$ cat src/rtl/baud_tick_pkg.sv
package baud_tick_pkg;

  // Encoding of the oversampling factor select
  typedef enum logic [1:0] {
    OVS_X16  = 2'b00,
    OVS_X8   = 2'b01,
    OVS_X4   = 2'b10,
    OVS_X16B = 2'b11
  } ovs_sel_e;

  localparam int unsigned OVS_W = 5;

endpackage

$ cat src/rtl/tick_divider.sv
// Reloading down-counter: fires on the step in which the count is 1 (or 0),
// then reloads from the limit sampled at that moment.
module tick_divider #(
  parameter int unsigned W = 16
) (
  input  logic         clk,
  input  logic         rst_n,
  input  logic         step,
  input  logic [W-1:0] limit,
  output logic         fire
);

  logic [W-1:0] cnt_q;
  logic [W-1:0] cnt_d;
  logic [W-1:0] eff_limit;

  always_comb begin
    eff_limit = (limit == '0) ? W'(1) : limit;
    fire      = step && (cnt_q <= W'(1));
    cnt_d     = cnt_q;
    if (step) begin
      if (fire) cnt_d = eff_limit;
      else      cnt_d = cnt_q - W'(1);
    end
  end

  always_ff @(posedge clk or negedge rst_n) begin
    if (!rst_n) cnt_q <= '0;
    else        cnt_q <= cnt_d;
  end

endmodule

$ cat src/rtl/ovs_decode.sv
module ovs_decode
  import baud_tick_pkg::*;
(
  input  logic [1:0]       sel,
  output logic [OVS_W-1:0] factor
);

  ovs_sel_e sel_e;

  always_comb begin
    sel_e = ovs_sel_e'(sel);
    unique case (sel_e)
      OVS_X8:  factor = OVS_W'(8);
      OVS_X4:  factor = OVS_W'(4);
      default: factor = OVS_W'(16);
    endcase
  end

endmodule

$ cat src/rtl/baud_tick_gen.sv
module baud_tick_gen
  import baud_tick_pkg::*;
#(
  parameter int unsigned DIV_W   = 16,
  parameter int unsigned PRE_W   = 4,
  parameter bit          HAS_PRE = 1'b1
) (
  input  logic             clk_ref,
  input  logic             rst_n,
  input  logic [DIV_W-1:0] divisor,
  input  logic             pre_en,
  input  logic [PRE_W-1:0] pre_val,
  input  logic [1:0]       sample_sel,
  output logic             sample_tick,
  output logic             bit_strobe
);

  localparam int unsigned SYNC_STAGES = 2;

  // Reset synchronizer: asserted asynchronously, released on the clock
  logic [SYNC_STAGES-1:0] rst_sync_q;
  logic [SYNC_STAGES-1:0] rst_sync_d;
  logic                   rst_int_n;

  always_comb rst_sync_d = {rst_sync_q[SYNC_STAGES-2:0], 1'b1};

  always_ff @(posedge clk_ref or negedge rst_n) begin
    if (!rst_n) rst_sync_q <= '0;
    else        rst_sync_q <= rst_sync_d;
  end

  assign rst_int_n = rst_sync_q[SYNC_STAGES-1];

  // Prescaler stage (optional in hardware)
  logic pre_fire;
  logic div_step;

  generate
    if (HAS_PRE) begin : g_pre
      tick_divider #(.W(PRE_W)) u_pre (
        .clk   (clk_ref),
        .rst_n (rst_int_n),
        .step  (pre_en),
        .limit (pre_val),
        .fire  (pre_fire)
      );
      always_comb div_step = pre_en ? pre_fire : 1'b1;
    end else begin : g_nopre
      always_comb pre_fire = 1'b0;
      always_comb div_step = 1'b1;
    end
  endgenerate

  // Main divisor stage
  logic div_fire;

  tick_divider #(.W(DIV_W)) u_div (
    .clk   (clk_ref),
    .rst_n (rst_int_n),
    .step  (div_step),
    .limit (divisor),
    .fire  (div_fire)
  );

  // Oversampling stage
  logic [OVS_W-1:0] factor;
  logic             bit_fire;

  ovs_decode u_dec (
    .sel    (sample_sel),
    .factor (factor)
  );

  tick_divider #(.W(OVS_W)) u_bit (
    .clk   (clk_ref),
    .rst_n (rst_int_n),
    .step  (div_fire),
    .limit (factor),
    .fire  (bit_fire)
  );

  // Registered outputs
  logic tick_q, tick_d;
  logic bit_q, bit_d;

  always_comb begin
    tick_d = div_fire;
    bit_d  = bit_fire;
  end

  always_ff @(posedge clk_ref or negedge rst_int_n) begin
    if (!rst_int_n) begin
      tick_q <= 1'b0;
      bit_q  <= 1'b0;
    end else begin
      tick_q <= tick_d;
      bit_q  <= bit_d;
    end
  end

  assign sample_tick = tick_q;
  assign bit_strobe  = bit_q;

endmodule

$ cat config.mk
export PLATFORM = sky130hd
export DESIGN_NAME = baud_tick_gen
export DESIGN_NICKNAME = d
export VERILOG_FILES = /design/src/rtl/baud_tick_pkg.sv /design/src/rtl/tick_divider.sv /design/src/rtl/ovs_decode.sv /design/src/rtl/baud_tick_gen.sv
export SDC_FILE = /design/constraint.sdc
export NUM_CORES = 1
export LEC_CHECK = 0
export ABC_CLOCK_PERIOD_IN_PS = 1000
export BUFFER_PORTS_ARGS = -buffer_cell sky130_fd_sc_hd__buf_2
export CORE_ASPECT_RATIO = 1.5
export CORE_MARGIN = 2
export CORE_UTILIZATION = 53
export CTS_BUF_LIST = sky130_fd_sc_hd__clkbuf_2 sky130_fd_sc_hd__clkbuf_4 sky130_fd_sc_hd__clkbuf_8
export CTS_CLUSTER_DIAMETER = 40
export DETAILED_ROUTE_END_ITERATION = 7
export PLACE_DENSITY = 0.78
export SLEW_MARGIN = 25
export SYNTH_ARGS = -nofsm -noshare
export SYNTH_HDL_FRONTEND = slang
export SYNTH_SLANG_ARGS = --single-unit
$ cat constraint.sdc
create_clock -name clk_ref -period 1 [get_ports clk_ref]
set_clock_uncertainty 0.1 [all_clocks]
set_input_delay 0.15 -clock clk_ref [delete_from_list [all_inputs] [get_ports clk_ref]]
set_output_delay 0.15 -clock clk_ref [all_outputs]
set_load 0.1 [all_outputs]
# Word-level counts from Yosys, hierarchy flattened
# Index checks and enable logic that the tools add are counted.
[classes]
addsub = 3
n_mul = 0
div = 0
order_cmp = 3
n_eq_ne = 2
n_shift = 0
muxes = 8
bitwise_logic = 0
n_reduce_logical = 6
[ops]
columns = ["cell", "n"]
rows = [
  ["16-bit 2-to-1 mux", 2],
  ["16-bit by 1-bit <= comparator with 1-bit output (second input constant)", 1],
  ["16-bit zero test", 1],
  ["16-bit by 1-bit subtractor with 16-bit output (second input constant)", 1],
  ["5-bit 2-to-1 mux", 2],
  ["5-bit case mux with 2 select lines", 1],
  ["4-bit 2-to-1 mux", 2],
  ["5-bit by 1-bit <= comparator with 1-bit output (second input constant)", 1],
  ["5-bit zero test", 1],
  ["5-bit by 1-bit subtractor with 5-bit output (second input constant)", 1],
  ["4-bit by 1-bit <= comparator with 1-bit output (second input constant)", 1],
  ["4-bit zero test", 1],
  ["4-bit by 1-bit subtractor with 4-bit output (second input constant)", 1],
  ["1-bit logical AND", 3],
  ["2-bit by 1-bit equality test with 1-bit output (second input constant)", 1],
  ["2-bit equality test (second input constant)", 1],
  ["1-bit 2-to-1 mux", 1],
]
[totals]
register_bits = 29
latchBits = 0
ram_bits = 0
rom_bits = 0
output_inout_bits = 2
word_cells = 28
memories = 0

# Logic depth before layout (Yosys ltp)
[depth]
word_depth = 6
ltp_mapped = 8

# Modules after synthesis
# A second synthesis with hierarchy kept.
[unflattened]
hier_cells = 219
area_unflattened_um2 = 1975.6
[by_module_without_submodules]
columns = ["module", "n_inst", "cells_each", "area_each_um2", "seq_area_each_um2"]
rows = [
  ["tick_divider (u_div)", 1, 135, 1159.9, 400.4],
  ["tick_divider (u_bit)", 1, 39, 384.1, 125.1],
  ["tick_divider (g_pre.u_pre)", 1, 32, 270.3, 100.1],
  ["baud_tick_gen", 1, 6, 110.1, 100.1],
  ["ovs_decode", 1, 7, 51.3, 0.0],
]

# Worst setup path before layout
# No wires, ideal clock.
[synth_timing]
path_type = "reg-to-reg"
startpoint = "register u_div.cnt_q[10]"
endpoint = "register u_bit.cnt_q[3]"
setup_time_ns = 0.132
arrival_time_ns = 2.200
t_required_ns = 0.768
path_slack_ns = -1.431
path_stages_with_launch = 7
path_buffers = 1
path_cell_list = "dfrtp_1 > or3_4 > or4_4 > or4_4 > buf_2 > o41ai_2 > o21ai_1"
[synth_via]
elab_chain_len = 4
[synth_lines]
columns = ["element", "line_no", "source"]
rows = [
  ["from (decl)", "tick_divider.sv:13", "logic [W-1:0] cnt_q;"],
  ["from (signal assigned)", "tick_divider.sv:29", "else cnt_q <= cnt_d;"],
  ["16-bit by 1-bit <= comparator with 1-bit output *", "tick_divider.sv:19", "fire = step && (cnt_q <= W'(1));"],
  ["1-bit logical AND *", "tick_divider.sv:19", ""],
  ["1-bit logical AND", "tick_divider.sv:19", ""],
  ["5-bit 2-to-1 mux", "tick_divider.sv:22", "if (fire) cnt_d = eff_limit;"],
  ["to (signal assigned)", "tick_divider.sv:29", ""],
  ["to (decl)", "tick_divider.sv:13", ""],
]
# Every way passes the cells marked *; elsewhere a longest branch is shown, timed or not.
# A chain may end at the register's enable or synchronous reset.

# Worst setup path in the final report
[layout_timing]
startpoint = "register u_div.cnt_q[10]"
endpoint = "register u_bit.cnt_q[2]"
# The elaborated chain is that of the path after synthesis.

==> metrics <==
final count of hold timing violations=0; Compound-Gate Fraction of Synth Area=a little under a quarter; Warnings, synthesis=0; H-tree levels=2; Clk Latency, worst-skew pair=0.30 ns; proportion of synthesized area in mux cells=~2.4%; met2 wire len=about 3700 microns; via-per-instance ratio=6.44; Synth Area in Adders=~5.8%; CTS tree=yes; Final Cycle Share=245%; Rel. slew slack=between 60% and 70%; routability cong.=between 0.8 and 0.9; synthesized area=0.00174 sq mm; Clock Pin Slew Worst Setup and Hold Paths=roughly 0.07 ns; Min-Delay Path Class=input port to flip-flop; final worst slack=-1.45 ns; vias in the first global route=between 2000 and 2500; die width=50.8 microns; worst-margin pin slew=0.582 ns; first-pass GRT wire length=10000 microns; initial antenna violation count=0; failing checks=negative setup slack; Max Slew Vio Count=0; chip height=around 74 microns; worst flop-to-flop path startpoint=u_div.cnt_q[10]; Antenna Cells=0; CP startpoint kind=flip-flop; count leader, synth=dfrtp_1; Remaining DRCs=0; PortBufs=26; Placement Rows=25; uppermost routed layer=met4; Leak=around 1.3 nW; R2R cell count=8; Period minus WS final=2.45 ns; via count=about 2200; met1 wire length=2510 microns; met3 WL=472 microns; drt initial violations=182; outcome=complete, but fails checks; First-pass DRT Iterations=5; Remaining Overflow, GRT=0; Synth Area in Simple Gates=about a fifth; Final Setup Violations=29; cell count after synthesis=slightly below 200; Core Util, Final=89.5%; CORE AREA=between 0.003 and 0.004 sq mm; crit path DAT=~2.6 ns; deepest clock path buffer count=2; Avg WL per Cell=between 20 and 25 microns; power density over cell area=between 2000 and 2500 mW/mm^2; Routed WL=7150 microns; cts bufs inserted=5; Crit Path Class=flip-flop to flip-flop; Final ANT Viol Nets=0; Worst setup startpoint=u_div.cnt_q[10]; Layout area overhead=61.1%; nets=337; initial core utilization=a little under three fifths; pin count of the biggest net entering global routing=28; crit-path max FO=6; post-synth top area share=41.8%; Root Buffer=clkbuf_8; Syn Area/Cell=slightly below 9 sq um; max_cap viols=0; ys flop type=dfrtp_1; EDFF count, synth=0; Post-synth ARST share=100%; fmax=407 MHz; share of cells above drive strength 1=approximately 49%; Setup TNS Final=-34.75 ns; Peak VDD IR=1.92 mV; CTS Sinks=29; Ports=27; Synth Register Bits=29; largest family of logic cells by synthesized area=compound AO/OA/AOI/OAI gates; Mapped Nets=between 200 and 250; gr usage total=36.6%; xor/xnor share of the synthesized area=0%; Synth area leaders=dfrtp_1 42%, ha_1 5.8%, o21ai_0 4.3%; worst flop-to-flop path endpoint=u_bit.cnt_q[2]; dominant cell type by area after synthesis=dfrtp_1; CP Capture Point=u_bit.cnt_q[2]; register area share after synthesis=about two fifths; Unique masters post-synth=a little over 40; Worst setup EP type=flip-flop; die area=0.00376 sq mm; dpl ws=-1.45 ns; RSZ-0062 raised after global routing=yes; Commonest cells post-synth=29 x dfrtp_1, 19 x inv_1, 15 x nor2_1, 15 x o21ai_0; DP HPWL=a little over 4000 microns; Worst Path Required=1.12 ns; internal reg-to-reg setup slack=-1.45 ns
==> cells by family (layout without fill, tap and decap cells) <==
group	after synthesis	in the layout
compound gates	61	61
fa+ha+maj	8	8
buf+inv	26	132
flops	29	29
mux	4	4
other cells	1	1
simple gates	68	70
==> how the worst min path moves through the flow <==
stage / start / end / slack [ns] / cells past startpoint
floorplan: rst_n / rst_sync_q[0] / -0.25 / 0
global placement: rst_n / rst_sync_q[0] / -0.17 / 1
detailed placement: rst_n / rst_sync_q[0] / -0.16 / 1
CTS: rst_n / rst_sync_q[1] / 0.07 / 2
global route: pre_val[0] / g_pre.u_pre.cnt_q[0] / 0.08 / 3
finish: pre_val[0] / g_pre.u_pre.cnt_q[0] / 0.08 / 3
==> layout by cell type, fill, tap and decap left out, types with 4 or more instances in the layout <==
cell type / n
a22oi_1: 4
buf_6: 4
or4_4: 4
clkbuf_8: 5
inv_1: 17
a21oi_1: 11
nand3_1: 7
buf_2: 24
a2bb2oi_1: 4
nand2_1: 13
buf_4: 73
ha_1: 6
nor2_1: 14
o21ai_0: 7
nor4_1: 4
o22ai_2: 4
o21ai_1: 9
dfrtp_1: 26
nor3_1: 8
==> registers in the layout, summed over array words and instances (netlist names) <==
signal and flops:
rst_sync_q 2, bit_strobe 1, sample_tick 1, u_bit.cnt_q 5, u_div.cnt_q 16, g_pre.u_pre.cnt_q 4
==> cell type report <==
cell class	instances	area, sq um
fillers	151	328
clock buffers	8	91.3
multi-input cells	144	1070
well taps	40	50.0
inverters	19	73.8
repair buffers	105	783
flip-flops and latches	29	729
==> what timing repair did <==
action	CTS	global route
hold buffers	1	0
pin swaps	8	8
cloned	2	1
endpoints found under the setup margin	29	29
hold endpoints to repair	2	0
gates resized for setup	17	18
setup buffers	3	0
==> per-layer routing <==
metal,vias to the layer above,track usage (%)
met1,1087,34.6
met5,-,0
met4,0,30.6
li1,942,-
met3,49,8.84
met2,144,65.8
==> metrics by stage <==
stage | cells | power (mW) | hold WS (ns) | area [sq um]
2_1_floorplan | 197 | 3.04 | -0.246 | 1790
3_5_place_dp | 330 | 4.46 | -0.165 | 2520
6_report | 345 | 6.07 | 0.0808 | 2800
3_3_place_gp | 330 | 4.23 | -0.166 | 2520
5_1_grt | 345 | 6.31 | 0.0835 | 2800
4_1_cts | 344 | 5.69 | 0.0672 | 2720
==> critical path, stage by stage (launching register included) <==
cell	delay, ns
dfrtp_1	0.39
or3_4	0.39
or4_4	0.46
buf_4	0.18
nor4_4	0.33
buf_4	0.23
buf_4	0.13
a21oi_1	0.05
a21oi_1	0.12
==> power by group <==
part / internal [mW] / leakage (nW) / total [mW] / switching, mW
Clock: 0.575 / 0.0498 / 1.05 / 0.473
Sequential: 1.54 / 0.355 / 1.84 / 0.299
Combinational: 1.61 / 0.903 / 3.18 / 1.58
Power figures use the tool's default switching activity.
